==> config.mk <==
export PLATFORM = sky130hd
export DESIGN_NAME = sdram_burst_colgen
export DESIGN_NICKNAME = d
export VERILOG_FILES = /design/src/rtl/sdram_burst_pkg.sv /design/src/rtl/burst_mode_reg.sv /design/src/rtl/burst_len_decode.sv /design/src/rtl/burst_col_seq.sv /design/src/rtl/sdram_burst_colgen.sv
export SDC_FILE = /design/constraint.sdc
export NUM_CORES = 1
export LEC_CHECK = 0
export ABC_AREA = 1
export BUFFER_PORTS_ARGS = -buffer_cell sky130_fd_sc_hd__buf_2
export CAP_MARGIN = 20
export CORE_UTILIZATION = 50
export CTS_CLUSTER_DIAMETER = 80
export CTS_CLUSTER_SIZE = 8
export DETAILED_ROUTE_END_ITERATION = 7
export HOLD_SLACK_MARGIN = 0.06
export PLACE_DENSITY = 0.72
export SLEW_MARGIN = 20
export SYNTH_ARGS = -nofsm -noshare
export SYNTH_HDL_FRONTEND = slang
export SYNTH_HIERARCHICAL = 1
export SYNTH_SLANG_ARGS = --single-unit
==> constraint.sdc <==
create_clock -name clk_i -period 1.5 [get_ports clk_i]
set_input_delay 0.075 -clock clk_i [delete_from_list [all_inputs] [get_ports clk_i]]
set_output_delay 0.075 -clock clk_i [all_outputs]
set_load 0.05 [all_outputs]
==> src/rtl/sdram_burst_pkg.sv <==
package sdram_burst_pkg;
  localparam int BL_LSB    = 0;
  localparam int BL_W      = 3;
  localparam int ORDER_BIT = 3;
  localparam int CL_LSB    = 4;
  localparam int CL_W      = 3;

  localparam logic [BL_W-1:0] BL_1    = 3'b000;
  localparam logic [BL_W-1:0] BL_2    = 3'b001;
  localparam logic [BL_W-1:0] BL_4    = 3'b010;
  localparam logic [BL_W-1:0] BL_8    = 3'b011;
  localparam logic [BL_W-1:0] BL_FULL = 3'b111;

  typedef enum logic {
    ORD_SEQ   = 1'b0,
    ORD_INTLV = 1'b1
  } order_e;
endpackage

==> src/rtl/burst_mode_reg.sv <==
module burst_mode_reg #(
  parameter int MODE_W = 10
) (
  input  logic              clk_i,
  input  logic              rst_ni,
  input  logic              mrs_i,
  input  logic              banks_idle_i,
  input  logic [MODE_W-1:0] addr_i,
  output logic [MODE_W-1:0] mode_o
);
  logic              wr_en;
  logic [MODE_W-1:0] mode_q;

  assign wr_en  = mrs_i & banks_idle_i;
  assign mode_o = mode_q;

  always_ff @(posedge clk_i or negedge rst_ni) begin
    if (!rst_ni)    mode_q <= '0;
    else if (wr_en) mode_q <= addr_i;
  end

  AST_MRS_LOADS: assert property (@(posedge clk_i) disable iff (!rst_ni)
    (mrs_i && banks_idle_i) |=> (mode_o == $past(addr_i)));

  AST_MRS_GATED: assert property (@(posedge clk_i) disable iff (!rst_ni)
    !(mrs_i && banks_idle_i) |=> $stable(mode_o));
endmodule

==> src/rtl/burst_len_decode.sv <==
module burst_len_decode
  import sdram_burst_pkg::*;
#(
  parameter int COL_W = 9
) (
  input  logic [BL_W-1:0]  bl_code_i,
  input  order_e           order_i,
  output logic [COL_W-1:0] mask_o,
  output logic             full_o,
  output logic             illegal_o
);
  always_comb begin
    mask_o    = '0;
    full_o    = 1'b0;
    illegal_o = 1'b0;
    unique case (bl_code_i)
      BL_1: mask_o = '0;
      BL_2: mask_o = COL_W'(1);
      BL_4: mask_o = COL_W'(3);
      BL_8: mask_o = COL_W'(7);
      BL_FULL: begin
        if (order_i == ORD_INTLV) begin
          illegal_o = 1'b1;        // full page has no interleaved order
        end else begin
          mask_o = '1;
          full_o = 1'b1;
        end
      end
      default: illegal_o = 1'b1;
    endcase
  end

  always_comb begin
    if (illegal_o) assert (mask_o == '0 && !full_o);
  end
endmodule

==> src/rtl/burst_col_seq.sv <==
module burst_col_seq
  import sdram_burst_pkg::*;
#(
  parameter int COL_W = 9
) (
  input  logic             clk_i,
  input  logic             rst_ni,
  input  logic             start_i,
  input  logic [COL_W-1:0] start_col_i,
  input  logic             term_i,
  input  logic [COL_W-1:0] cfg_mask_i,
  input  order_e           cfg_order_i,
  input  logic             cfg_full_i,
  output logic [COL_W-1:0] col_o,
  output logic             valid_o,
  output logic             last_o
);
  logic             active_q;
  logic [COL_W-1:0] base_q;
  logic [COL_W-1:0] cnt_q;
  logic [COL_W-1:0] mask_q;
  order_e           order_q;
  logic             full_q;
  logic [COL_W-1:0] seq_sum;

  assign seq_sum = base_q + cnt_q;

  always_comb begin
    if (order_q == ORD_INTLV) col_o = base_q ^ (cnt_q & mask_q);
    else                      col_o = (base_q & ~mask_q) | (seq_sum & mask_q);
  end

  assign valid_o = active_q;
  assign last_o  = active_q & (term_i | (!full_q && cnt_q == mask_q));

  always_ff @(posedge clk_i or negedge rst_ni) begin
    if (!rst_ni) begin
      active_q <= 1'b0;
      base_q   <= '0;
      cnt_q    <= '0;
      mask_q   <= '0;
      order_q  <= ORD_SEQ;
      full_q   <= 1'b0;
    end else if (start_i) begin
      // new burst wins over any running one
      active_q <= 1'b1;
      base_q   <= start_col_i;
      cnt_q    <= '0;
      mask_q   <= cfg_mask_i;
      order_q  <= cfg_order_i;
      full_q   <= cfg_full_i;
    end else if (active_q) begin
      if (last_o) active_q <= 1'b0;
      cnt_q <= cnt_q + 1'b1;
    end
  end

  // checker-side next sequential address
  logic [COL_W-1:0] col_plus1;
  logic [COL_W-1:0] col_step;
  assign col_plus1 = col_o + 1'b1;
  assign col_step  = (col_plus1 & mask_q) | (col_o & ~mask_q);

  AST_START_BEAT0: assert property (@(posedge clk_i) disable iff (!rst_ni)
    start_i |=> (valid_o && col_o == $past(start_col_i)));

  AST_SEQ_STEP: assert property (@(posedge clk_i) disable iff (!rst_ni)
    (valid_o && !last_o && !start_i && order_q == ORD_SEQ)
      |=> (col_o == $past(col_step)));

  AST_INTLV_HIGH_FIXED: assert property (@(posedge clk_i) disable iff (!rst_ni)
    (valid_o && !last_o && !start_i && order_q == ORD_INTLV)
      |=> (((col_o ^ $past(col_o)) & ~mask_q) == '0));

  AST_LAST_ENDS: assert property (@(posedge clk_i) disable iff (!rst_ni)
    (valid_o && last_o && !start_i) |=> !valid_o);

  AST_NOT_LAST_CONT: assert property (@(posedge clk_i) disable iff (!rst_ni)
    (valid_o && !last_o) |=> valid_o);
endmodule

==> src/rtl/sdram_burst_colgen.sv <==
module sdram_burst_colgen
  import sdram_burst_pkg::*;
#(
  parameter int COL_W  = 9,
  parameter int MODE_W = 10
) (
  input  logic              clk_i,
  input  logic              rst_ni,
  input  logic              mrs_i,
  input  logic              banks_idle_i,
  input  logic [MODE_W-1:0] addr_i,
  input  logic              start_i,
  input  logic [COL_W-1:0]  start_col_i,
  input  logic              term_i,
  output logic [COL_W-1:0]  col_o,
  output logic              valid_o,
  output logic              last_o,
  output logic [MODE_W-1:0] mode_o,
  output logic [CL_W-1:0]   cas_lat_o,
  output logic              mode_illegal_o
);
  logic [MODE_W-1:0] mode;
  logic [BL_W-1:0]   bl_code;
  order_e            order;
  logic [COL_W-1:0]  cfg_mask;
  logic              cfg_full;

  burst_mode_reg #(.MODE_W(MODE_W)) u_mode (
    .clk_i        (clk_i),
    .rst_ni       (rst_ni),
    .mrs_i        (mrs_i),
    .banks_idle_i (banks_idle_i),
    .addr_i       (addr_i),
    .mode_o       (mode)
  );

  assign bl_code   = mode[BL_LSB +: BL_W];
  assign order     = order_e'(mode[ORDER_BIT]);
  assign cas_lat_o = mode[CL_LSB +: CL_W];
  assign mode_o    = mode;

  burst_len_decode #(.COL_W(COL_W)) u_dec (
    .bl_code_i (bl_code),
    .order_i   (order),
    .mask_o    (cfg_mask),
    .full_o    (cfg_full),
    .illegal_o (mode_illegal_o)
  );

  burst_col_seq #(.COL_W(COL_W)) u_seq (
    .clk_i       (clk_i),
    .rst_ni      (rst_ni),
    .start_i     (start_i),
    .start_col_i (start_col_i),
    .term_i      (term_i),
    .cfg_mask_i  (cfg_mask),
    .cfg_order_i (order),
    .cfg_full_i  (cfg_full),
    .col_o       (col_o),
    .valid_o     (valid_o),
    .last_o      (last_o)
  );

  AST_ILLEGAL_ONE_BEAT: assert property (@(posedge clk_i) disable iff (!rst_ni)
    (start_i && mode_illegal_o) |=> (valid_o && last_o));
endmodule

==> results.cfg <==
[global_routing]
grt_pass1_wl_microns = 11800
grt_max_degree = 41
grt_pass1_vias = 2616
top_usage_layer = met2
use_met3 = 0.0494
antenna_found_initial = 0
grtUsageMet1 = 0.358
grt_use_total = 0.290
grt_overflow = 0
groute.layer.met2.usage = 0.502

[setup_path]
slowest_stage = dfrtp_1
cp-start-kind = flop
path_buf_inv = 3
crit_family = simple AND/OR/NAND/NOR gates
path_max_fanout = 3
crit_type = reg2out
worstPathCellList = ha_4 -> inv_2 -> fa_2 -> inv_2 -> nand2_4 -> nand2_4 -> nand3_2 -> nand2_2 -> nand2_2 -> nand3_2 -> nand2_2 -> nand2_4 -> buf_8
end_kind = output pin
critPathArrivalTime_ns = 2.09
regToRegStartpoint = u_seq/cnt_q[0]
cpPeakStageDelay_ns = 0.41
cp.required_ns = 1.42
reg2reg_depth = 10
rr_endpoint = u_seq/valid_o
rrSetupSlack_ns = -0.32

[timing]
worstMarginPinSlew_ns = 0.480
final.setup.tns_ns = -5.19
finalCriticalPeriod_ns = 2.16
fin_worst_skew_ns = 0.0117
worst_slack_ns = -0.662
maxSlewHeadroom = 0.680
rsz0062_at_grt = yes
maxSlewViolCount = 0
finalSetupViolCount = 14
fin_crit_sh = 1.44
hold_viol = 0
clock.fmax_ghz = 0.463

[worst_hold_path]
hp-start = banks_idle_i
hold_end = u_mode/mode_o[7]
min_path_cells = 3
hold_path.class = in2reg

[status]
violations = setup timing
status = finished, violations left

[synth]
syn-instance-count = 347
synth_edf_count = 0
synth_top_cell_by_area = dfrtp_1
ys_seq_area_frac = 0.387
syn_area_sq_um = 2580
syn_nets = 391
synth_most_common_cell = nand2_1
ys_async_sr_fraction = 1.00
synth_top_area_frac = 0.387
synth_warnings = 6
ys_seq_elements = 40
ys_top_cells_by_area = dfrtp_1 39%, nand2_1 15%, ha_1 8.7%
synth_common_cells = 104 x nand2_1, 42 x inv_1, 40 x dfrtp_1
synth.distinct_cells = 31
syn_avg_cell_area_sq_um = 7.45
synth-main-ff-cell = dfrtp_1

[floorplan]
die_h_microns = 73.9
fp.dieW_microns = 73.9
die-area_sq_um = 5460
initial_core_util = 0.533
core_sq_um = 4850
placement_rows = 25
io_pins = 50

[detailed_routing]
routedWlPerCell_microns = 16.0
drt_iter0_drc = 158
wl_microns = 8390
drt-pass1-iter-count = 4
vias = 2747
ant_nets = 0
drc = 0
via_per_inst = 5.25

[clocking]
cts_tree = yes
path_clk_slew_ns = 0.08
clk_latency_ns = 0.30
cts.sinks = 40
cts_buffers = 5
cts_htree_levels = 2
cts_root_buf = clkbuf_8
clock_path_buffers = 2

[final_layout]
multiInputGateArea_sq_um = 1760
drive_above_1_share = 0.410
diodes = 0
regArea_sq_um = 1000
fill_cells = 279
nets = 499
area_growth_pct = 57.0

[power_and_ir_drop]
peakVddDrop_v = 0.000695
cellLeakagePower_nw = 2.05
power_density_nw_per_um2 = 950

[placement]
place_ws_ns = -0.375
gp_congestion = 0.884
io_buffers = 49
dp_hpwl_microns = 4660

[run]
maxCapViolCount = 0
metal layers:
layer	part of all wire	wire length, microns
met4	0.032	269
met5	0	0
met3	0.045	375
met1	0.40	3390
met2	0.52	4350
area by class of cell:
type	instances	area share
timing repair buffer	119	0.232
inverter	42	0.0389
clock buffer	5	0.0170
sequential	40	0.248
clock inverter	3	0.0105
multi-input combinational	247	0.433
tap	67	0.0207
worst max path at each step:
stage                               start  endpoint  slack (ns)  cells after the start
after floorplan            u_seq/cnt_q[0]  col_o[4]       -0.23                     10
after global placement     u_seq/cnt_q[0]  col_o[6]       -0.31                     13
after detailed placement  u_seq/base_q[0]  col_o[6]       -0.38                     13
after CTS                 u_seq/base_q[0]  col_o[6]       -0.56                     13
after global routing       u_seq/cnt_q[0]  col_o[6]       -0.71                     13
final                      u_seq/cnt_q[0]  col_o[8]       -0.66                     13
timing repair:
| item | CTS | global route |
|---|---|---|
| hold endpoints to repair | 59 | 0 |
| buffers inserted | 5 | 6 |
| endpoints found under the setup margin | 11 | 15 |
| gates resized for setup | 60 | 42 |
| hold buffers | 20 | 0 |
| pin swaps | 25 | 25 |
registers in the layout, indices dropped and copies added (netlist names):
register,cells
u_seq/valid_o,1
u_mode/mode_o,10
u_seq/full_q,1
u_seq/order_q,1
u_seq/cnt_q,9
u_seq/mask_q,9
u_seq/base_q,9
layout by cell type (no fill, tap or decap), types with 5 or more instances in the layout:
cell	instances
clkbuf_8	5
nor2_1	14
inv_1	40
dfrtp_1	37
nor2_2	5
a21oi_1	15
o21ai_0	25
nand3_1	13
ha_4	12
buf_2	39
nand2_2	14
buf_4	45
buf_6	6
nand2_1	83
dlygate4sd3_1	20
nand2_4	10
buf_8	8
nand3_2	10
ha_1	6
nor2_4	6
stage by stage:
stage | instances | power, mW | instance area, sq um | hold WS [ns] | util
finish | 523 | 3.85 | 4060 | 0.113 | 0.837
global route | 523 | 4.01 | 4060 | 0.122 | 0.837
CTS | 517 | 3.68 | 3820 | 0.101 | 0.788
detailed placement | 485 | 2.55 | 3220 | 0.0655 | 0.664
global placement | 485 | 2.53 | 3220 | 0.0639 | 0.664
floorplan | 347 | 2.17 | 2700 | -0.221 | -
where the power goes:
group	leakage, nW	total [mW]	internal, mW	switching [mW]
registers	0.512	1.27	1.17	0.102
logic	1.49	1.67	0.681	0.992
clock network	0.0541	0.905	0.493	0.413
total	2.05	3.85	2.34	1.51
worst register-to-register path: stages, from the launching register on:
cell and delay, ns:
dfrtp_1 0.43, buf_4 0.15, buf_6 0.11, ha_4 0.23
nor2_4 0.09, nand4_1 0.12, nor3_2 0.22, nor2_2 0.09
buf_4 0.14, nand2_1 0.04, nand2_1 0.06
kinds of logic (layout without fill, tap and decap cells):
kind of cell | Yosys count | count (layout) | synth area share
compound gates | 55 | 55 | 0.112
xor+xnor | 6 | 6 | 0.0203
fa+ha+maj | 19 | 19 | 0.0949
buf+inv | 60 | 169 | 0.108
flops | 40 | 40 | 0.387
simple gates | 167 | 167 | 0.277
Note: power is estimated with default switching activity, not from simulation.
